$ cat src/rtl/gpio_abort_pkg.sv
package gpio_abort_pkg;
  typedef enum logic {
    SEL_DIR  = 1'b0,
    SEL_DATA = 1'b1
  } reg_sel_e;
endpackage

$ cat src/rtl/gpio_cfg_regs.sv
module gpio_cfg_regs
  import gpio_abort_pkg::*;
#(
  parameter int unsigned WIDTH = 14
) (
  input  logic             clk,
  input  logic             rst_n,
  input  logic             wr_en_i,
  input  reg_sel_e         wr_sel_i,
  input  logic [WIDTH-1:0] wr_data_i,
  output logic [WIDTH-1:0] dir_q_o,
  output logic [WIDTH-1:0] data_q_o
);
  logic [WIDTH-1:0] dir_q, dir_d;
  logic [WIDTH-1:0] data_q, data_d;
  logic             dir_ce, data_ce;

  always_comb begin
    dir_ce  = wr_en_i && (wr_sel_i == SEL_DIR);
    data_ce = wr_en_i && (wr_sel_i == SEL_DATA);
    dir_d   = dir_ce  ? wr_data_i : dir_q;
    data_d  = data_ce ? wr_data_i : data_q;
  end

  always_ff @(posedge clk or negedge rst_n) begin
    if (!rst_n) begin
      dir_q  <= '0;
      data_q <= '0;
    end else begin
      dir_q  <= dir_d;
      data_q <= data_d;
    end
  end

  assign dir_q_o  = dir_q;
  assign data_q_o = data_q;

  // direction write lands next clock, abort or not
  a_r6_dir_store: assert property (@(posedge clk) disable iff (!rst_n)
    (wr_en_i && wr_sel_i == SEL_DIR) |=> dir_q_o == $past(wr_data_i));
  // data write lands, direction untouched
  a_r3_data_store: assert property (@(posedge clk) disable iff (!rst_n)
    (wr_en_i && wr_sel_i == SEL_DATA) |=> (data_q_o == $past(wr_data_i)) && $stable(dir_q_o));
endmodule

$ cat src/rtl/gpio_dir_gate.sv
module gpio_dir_gate #(
  parameter int unsigned WIDTH = 14
) (
  input  logic             clk,
  input  logic             rst_n,
  input  logic             abort_i,
  input  logic [WIDTH-1:0] dir_cfg_i,
  output logic [WIDTH-1:0] oe_o
);
  logic [WIDTH-1:0] oe_q, oe_d;
  logic [WIDTH-1:0] abort_mask;

  always_comb begin
    abort_mask = {WIDTH{~abort_i}};
    oe_d       = dir_cfg_i & abort_mask;
  end

  always_ff @(posedge clk or negedge rst_n) begin
    if (!rst_n) oe_q <= '0;
    else        oe_q <= oe_d;
  end

  // Registered enable, plus an immediate cut while abort is high
  assign oe_o = oe_q & abort_mask;

  // outside an abort, enables trail the stored direction by one clock
  a_r7_restore: assert property (@(posedge clk) disable iff (!rst_n)
    (!abort_i && $past(!abort_i)) |-> oe_o == $past(dir_cfg_i));
  // no enable can rise across an abort-held cycle
  a_r5_no_glitch: assert property (@(posedge clk) disable iff (!rst_n)
    $past(abort_i) |-> oe_o == '0 || !abort_i);
endmodule

$ cat src/rtl/gpio_in_sync.sv
module gpio_in_sync #(
  parameter int unsigned WIDTH  = 14,
  parameter int unsigned STAGES = 2
) (
  input  logic             clk,
  input  logic             rst_n,
  input  logic [WIDTH-1:0] pad_i,
  output logic [WIDTH-1:0] sync_o
);
  logic [WIDTH-1:0] stage_q [STAGES];
  logic [1:0]       warm_q;

  genvar s;
  generate
    for (s = 0; s < STAGES; s++) begin : g_stage
      always_ff @(posedge clk or negedge rst_n) begin
        if (!rst_n) stage_q[s] <= '0;
        else if (s == 0) stage_q[s] <= pad_i;
        else stage_q[s] <= stage_q[(s == 0) ? 0 : s-1];
      end
    end
  endgenerate

  assign sync_o = stage_q[STAGES-1];

  always_ff @(posedge clk or negedge rst_n) begin
    if (!rst_n)              warm_q <= '0;
    else if (warm_q != 2'd3) warm_q <= warm_q + 2'd1;
  end

  // two-clock latency from pad to synchronised value
  a_r8_sync_latency: assert property (@(posedge clk) disable iff (!rst_n)
    (warm_q == 2'd3 && STAGES == 2) |-> sync_o == $past(pad_i, 2));
endmodule

$ cat src/rtl/gpio_abort_bank.sv
module gpio_abort_bank
  import gpio_abort_pkg::*;
#(
  parameter int unsigned NUM_PINS = 14
) (
  input  logic                clk,
  input  logic                rst_n,
  input  logic                wr_en_i,
  input  logic                wr_sel_i,
  input  logic [NUM_PINS-1:0] wr_data_i,
  input  logic                abort_i,
  input  logic [NUM_PINS-1:0] pad_in_i,
  output logic [NUM_PINS-1:0] oe_o,
  output logic [NUM_PINS-1:0] dout_o,
  output logic [NUM_PINS-1:0] dir_cfg_o,
  output logic [NUM_PINS-1:0] din_o
);
  localparam int unsigned SYNC_STAGES = 2;

  reg_sel_e            sel;
  logic [NUM_PINS-1:0] dir_q, data_q;

  assign sel = reg_sel_e'(wr_sel_i);

  gpio_cfg_regs #(.WIDTH(NUM_PINS)) u_regs (
    .clk       (clk),
    .rst_n     (rst_n),
    .wr_en_i   (wr_en_i),
    .wr_sel_i  (sel),
    .wr_data_i (wr_data_i),
    .dir_q_o   (dir_q),
    .data_q_o  (data_q)
  );

  gpio_dir_gate #(.WIDTH(NUM_PINS)) u_gate (
    .clk       (clk),
    .rst_n     (rst_n),
    .abort_i   (abort_i),
    .dir_cfg_i (dir_q),
    .oe_o      (oe_o)
  );

  gpio_in_sync #(.WIDTH(NUM_PINS), .STAGES(SYNC_STAGES)) u_sync (
    .clk    (clk),
    .rst_n  (rst_n),
    .pad_i  (pad_in_i),
    .sync_o (din_o)
  );

  assign dout_o    = data_q;
  assign dir_cfg_o = dir_q;

  // abort holds every enable low
  a_r4_abort_quiet: assert property (@(posedge clk) disable iff (!rst_n)
    abort_i |-> oe_o == '0);
  // abort alone never moves the data register
  a_r9_data_hold: assert property (@(posedge clk) disable iff (!rst_n)
    (abort_i && !$past(wr_en_i)) |-> $stable(dout_o) || !$past(abort_i));
endmodule

$ cat config.mk
export PLATFORM = sky130hd
export DESIGN_NAME = gpio_abort_bank
export DESIGN_NICKNAME = d
export VERILOG_FILES = /design/src/rtl/gpio_abort_pkg.sv /design/src/rtl/gpio_cfg_regs.sv /design/src/rtl/gpio_dir_gate.sv /design/src/rtl/gpio_in_sync.sv /design/src/rtl/gpio_abort_bank.sv
export SDC_FILE = /design/constraint.sdc
export NUM_CORES = 1
export LEC_CHECK = 0
export CELL_PAD_IN_SITES_DETAIL_PLACEMENT = 2
export CELL_PAD_IN_SITES_GLOBAL_PLACEMENT = 2
export CORE_ASPECT_RATIO = 1.1
export CORE_MARGIN = 1.5
export CORE_UTILIZATION = 30
export DETAILED_ROUTE_END_ITERATION = 10
export PLACE_DENSITY = 0.84
export SYNTH_ARGS = -nofsm -noshare
export SYNTH_HDL_FRONTEND = slang
export SYNTH_SLANG_ARGS = --single-unit
$ cat constraint.sdc
create_clock -name clk -period 2 [get_ports clk]
set_input_delay 0.2 -clock clk [delete_from_list [all_inputs] [get_ports clk]]
set_output_delay 0.2 -clock clk [all_outputs]
set_load 0.03 [all_outputs]
==> flow_summary.ini, run 1 <==
[place]
dpl.cell_count = 328
hpwlAfterDp_um = 4024
gp_congestion = 0.6529
placed_area_um2 = 3351
port_buffers = 88

[detailed_routing]
wire_per_inst_um = 15.90
drtIter0Drc = 39
ant_nets = 0
drc = 0
vias = 1411
drt_wl_total_um = 5468
vias_per_cell = 4.102
dr.pass1.iters = 3

[worst_setup_path]
arrival_ns = 1.45
worst_path_max_delay_cell = clkdlybuf4s50_1
crit_fanout = 3
cp.required_ns = 1.80
crit_chain = clkdlybuf4s50_1
cp_top_family = buffers and inverters
crit_path_start_kind = flip-flop
crit_buf_inv = 1
path_class = flip-flop to primary output
critical-path-max-stage-delay_ns = 0.72
endpoint_kind = primary output

[sta]
period_minus_slack_ns = 1.646
drv_slew = 0
fmax_mhz = 607.7
tightest_slew_ns = 0.8839
whs_ns = -0.01477
maxSlewHeadroom_pct = 41.07
setup_viol = 0
rsz0062_at_grt = false
finalCritPeriodShare_pct = 82.28
setup_tns_ns = 0
clock_skew_ns = 0.008109
hold_viol_final = 3

[floorplan]
coreArea_um2 = 7870
dieWidth_um = 88.85
initial_utilization_pct = 30.91
die_h_um = 97.44
row_count = 34
num_io_pins = 89
die_area_um2 = 8657

[power_and_ir_drop]
vdd_ir_drop_max_mv = 0.4092
p_sw_uw = 981.7
swShare_pct = 28.04
p_clk_share_pct = 32.1
internal-power_uw = 2519
seq_power_share_pct = 46.5
pwr-share-comb_pct = 21.3
power_density_nw_per_um2 = 986.3
power.leakage_uw = 0.001550

[synth]
synth_top_flop_cell = dfrtp_1
synth_top_area_share_pct = 72.02
syn_inst = 147
synthTopCellsByArea = dfrtp_1 (72%), nor2b_1 (7.5%), mux2_4 (6.2%)
syn-cell-area_um2 = 2432
async_reset_ff_share_pct = 100.0
synth.yosys.seq_area_share_pct = 72.02
yosysMostFrequentCell = dfrtp_1
avgSynthCellArea_um2 = 16.55
syn-num-nets = 180
yosysUniqueCellTypes = 9
yosys-top-cells-count = dfrtp_1 (70), nor2b_1 (29), buf_4 (15)
synth-edff-count = 0
synth_warnings = 0
synth_seq_cells = 70
yosys.area.top_type = dfrtp_1

[finish]
final_area_um2 = 3550
antenna_cells = 0
layoutNonFillerInstCount = 344
num-nets-final = 264
syn2layout_area_growth_pct = 45.94
drive_gt1_share_pct = 21.61
fin_util_pct = 45.10

[clocking]
clock-sinks = 70
clockBufferDepth = 2
cts_tree = built
post_cts_buffers = 0
h-tree-depth = 3
cts_root_buf = clkbuf_8
path_clk_slew_ns = 0.07
cts_buffers = 9
cts_resized = 0
clk_latency_ns = 0.33
cts_hold_repair.buffers = 0

[grt]
grt_pass1_wl_um = 8673
grt_max_degree = 71
grt_use_total_pct = 13.82
grt-ovfl-total = 0
antenna_found_initial = 0
grt_pass1_vias = 1605

[run_status]
violations = hold timing
status = complete, but fails checks

[hold_path]
hold_path_class = primary input to asynchronous set/reset pin

[job]
cap_viol_max_count = 0
worst paths after layout:
check / cells after the start / slack, ns / start / to
setup / recovery: 1 / 0.35 / u_regs.dir_q_o[11] / dir_cfg_o[11]
hold / removal: 1 / -0.01 / rst_n / u_regs.data_q_o[0]
setup reg to reg: 1 / 1.19 / u_regs.data_q_o[4] / u_regs.data_q_o[4]
hold reg to reg: 0 / 0.35 / u_sync.stage_q[23] / u_sync.sync_o[9]
max in group asynchronous: 1 / 1.44 / rst_n / u_sync.stage_q[20]
min in group clk: 1 / 0.30 / pad_in_i[3] / u_sync.stage_q[17]
flip-flops by register name, indices dropped and copies added, names as in the netlist:
signal           cells
u_gate.oe_q         14
u_regs.data_q_o     14
u_regs.dir_q_o      14
u_sync.stage_q      14
u_sync.sync_o       14
power by group through the flow:
stage                     clock, uW  sequential (uW)  combinational, uW
final                          1120             1630                747
after global routing           1220             1650                791
after CTS                      1170             1640                762
after detailed placement          0             1660                759
after global placement            0             1650                741
after floorplan                   0             1810                235
stage by stage:
step                worst slack, ns  total power (uW)
floorplan                    0.9581              2041
CTS                          0.2991              3570
finish                       0.3544              3501
global route                 0.2146              3662
detailed placement           0.3011              2422
global placement             0.3725              2391
final cells by class:
class | instances | area, um2
well taps | 108 | 135.1
multi-input cells | 58 | 540.5
fillers | 766 | 4320
flip-flops and latches | 70 | 1752
clock buffers | 10 | 137.6
clock inverters | 6 | 61.31
repair buffers | 92 | 923.4
placed cells by master, fill, tap and decap left out:
master | synthesis | routed
clkinvlp_4 | 0 | 1
mux2_4 | 10 | 10
bufinv_16 | 0 | 1
buf_4 | 15 | 15
dfrtp_1 | 70 | 70
mux2_1 | 13 | 13
mux2_2 | 5 | 5
clkinv_4 | 0 | 1
nor2b_1 | 29 | 28
clkinv_2 | 0 | 3
clkdlybuf4s50_1 | 0 | 73
nand2_1 | 1 | 1
buf_12 | 0 | 4
nor2b_2 | 0 | 1
clkbuf_8 | 0 | 10
logic make-up after synthesis:
group,after synthesis,synth area share [%]
buffers and inverters,19,5.864
flip-flops,70,72.02
multiplexers,28,14.51
AND/OR/NAND/NOR,30,7.613
per-layer routing:
layer / GRT usage [%] / vias to the layer above / routed length (um)
met5: 0 / - / 0
met4: 5.409 / 0 / 80
met3: 3.908 / 8 / 271
met2: 23.48 / 51 / 2963
met1: 16.13 / 720 / 2153
li1: - / 632 / -
No activity file was read; power rests on OpenSTA's default activity.
==> run 2: changes to the inputs <==
--- a/config.mk
+++ b/config.mk
@@ -9,9 +9,9 @@
 export CELL_PAD_IN_SITES_GLOBAL_PLACEMENT = 2
 export CORE_ASPECT_RATIO = 1.1
 export CORE_MARGIN = 1.5
-export CORE_UTILIZATION = 30
+export CORE_UTILIZATION = 26
 export DETAILED_ROUTE_END_ITERATION = 10
-export PLACE_DENSITY = 0.84
+export PLACE_DENSITY = 0.78
 export SYNTH_ARGS = -nofsm -noshare
 export SYNTH_HDL_FRONTEND = slang
 export SYNTH_SLANG_ARGS = --single-unit
==> constraint.sdc (replaced) <==
create_clock -name clk -period 1.4 [get_ports clk]
set_input_delay 0.14 -clock clk [delete_from_list [all_inputs] [get_ports clk]]
set_output_delay 0.14 -clock clk [all_outputs]
set_load 0.03 [all_outputs]
==> flow_summary.ini, run 2 (same netlist as run 1, synthesis figures left out) <==
[run_status]
status = completed

[finish]
final_area_um2 = 3600
syn2layout_area_growth_pct = 47.99
final_common_cell = dfrtp_1
fin_util_pct = 40.16
num-nets-final = 266
antenna_cells = 0
multi_input_area_um2 = 540.5
fillers = 908
mostFrequentLayoutCells = dfrtp_1 (70), dlygate4sd2_1 (42), clkdlybuf4s50_1 (31), nor2b_1 (28), mux2_1 (13)
register_area_um2 = 1752
drive_gt1_share_pct = 21.43
layoutNonFillerInstCount = 352

[detailed_routing]
vias = 1413
wire_per_inst_um = 14.53
dr.pass1.iters = 3
drtIter0Drc = 10
vias_per_cell = 4.014
drt_wl_total_um = 5114
drc = 0
ant_nets = 0

[floorplan]
die_h_um = 104.4
num_io_pins = 89
initial_utilization_pct = 27.14
row_count = 36
die_area_um2 = 9945
dieWidth_um = 95.22
coreArea_um2 = 8964

[power_and_ir_drop]
vdd_ir_drop_max_mv = 0.5225
power_density_nw_per_um2 = 1403
total_power_uw = 5049
power.leakage_uw = 0.001644

[sta]
clock_skew_ns = 0.005924
hold_viol_final = 0
finalCritPeriodShare_pct = 91.89
setup_viol = 0
tightest_slew_ns = 0.3385
fmax_mhz = 777.3
setup_tns_ns = 0
period_minus_slack_ns = 1.287
rsz0062_at_grt = false
drv_slew = 0
maxSlewHeadroom_pct = 77.52

[worst_setup_path]
crit_chain = clkdlybuf4s50_1, buf_12, nor2b_1, buf_12
crit_buf_inv = 3
critPathLaunch = abort_i
worst_path_max_delay_cell = clkdlybuf4s50_1
path_class = primary input to primary output
crit_fanout = 28
crit_top_cell = buf_12
reg2reg_from = u_regs.dir_q_o[0]
cp_top_family = buffers and inverters
r2r_slack_ns = 0.59
cp.required_ns = 1.26
crit_path_start_kind = primary input
endpoint_kind = primary output
arrival_ns = 1.15
critical-path-max-stage-delay_ns = 0.44

[hold_path]
hold_path_class = primary input to flip-flop
worstHoldStart = pad_in_i[7]

[place]
dpl.cell_count = 335
gp_congestion = 0.7406
placed_area_um2 = 3428
hpwlAfterDp_um = 3793
port_buffers = 88

[clocking]
clockBufferDepth = 2
clock-sinks = 70
cts_tree = built
cts_buffers = 9
h-tree-depth = 3
cts_root_buf = clkbuf_8
path_clk_slew_ns = 0.07
clk_latency_ns = 0.33

[job]
cap_viol_max_count = 0

[grt]
grt_use_total_pct = 11.47
grt_max_degree = 33
antenna_found_initial = 0
grt_pass1_wl_um = 8321
grt-ovfl-total = 0
grt_pass1_vias = 1591
## run 2: cell count changes in the layout (fill, tap and decap cells not counted), sizes merged
cell / before / now
dlygate4sd2: 0 / 42
bufinv: 1 / 2
dlygate4sd3: 0 / 1
buf: 19 / 20
clkdlybuf4s50: 73 / 31
clkinv: 4 / 3
## run 2: what timing repair did
item                                    4_1_cts  5_1_grt
resized for setup                            42        0
endpoints found under the hold margin        21        0
endpoints found under the setup margin       42        0
setup buffers                                 0        0
hold buffers                                  1        0
## run 2: path summary, 6_finish.rpt
| kind | end | cells after the start |
|---|---|---|
| max in group asynchronous | u_sync.stage_q[24] | 3 |
| min reg2reg | u_sync.sync_o[3] | 0 |
| max reg2reg | u_regs.dir_q_o[0] | 1 |
| min | u_sync.stage_q[21] | 1 |
| max | oe_o[9] | 4 |
| min in group asynchronous | u_regs.dir_q_o[0] | 2 |
## run 2: metal layers
layer  track usage [%]  part of all wire, %  vias up
met5                 0                    0        -
met4             6.397                  2.3        0
met3             3.655                  5.4        9
met2             18.54                   52       53
met1             13.12                   40      716
li1                  -                    -      635
## run 2: through the flow
step	hold WS (ns)	setup slack (ns)
2_1_floorplan	-0.1556	0.4201
3_3_place_gp	0.06542	-0.01203
3_5_place_dp	0.06981	-0.04824
4_1_cts	0.2192	0.07033
5_1_grt	0.2209	0.05714
6_report	0.2421	0.1135
## run 2: where the power goes
part / internal [uW] / leakage, uW / switching (uW)
Sequential: 2220 / 0.000836 / 94.1
Combinational: 436 / 0.000702 / 555
Clock: 1000 / 0.000106 / 743
Total: 3660 / 0.00164 / 1390
## run 2: final cells by class
class	count	area share, %
Clock inverter	6	2.398
Timing Repair Buffer	94	26.42
Sequential cell	70	48.66
Tap cell	114	3.962
Multi-Input combinational cell	58	15.02
Clock buffer	10	3.545
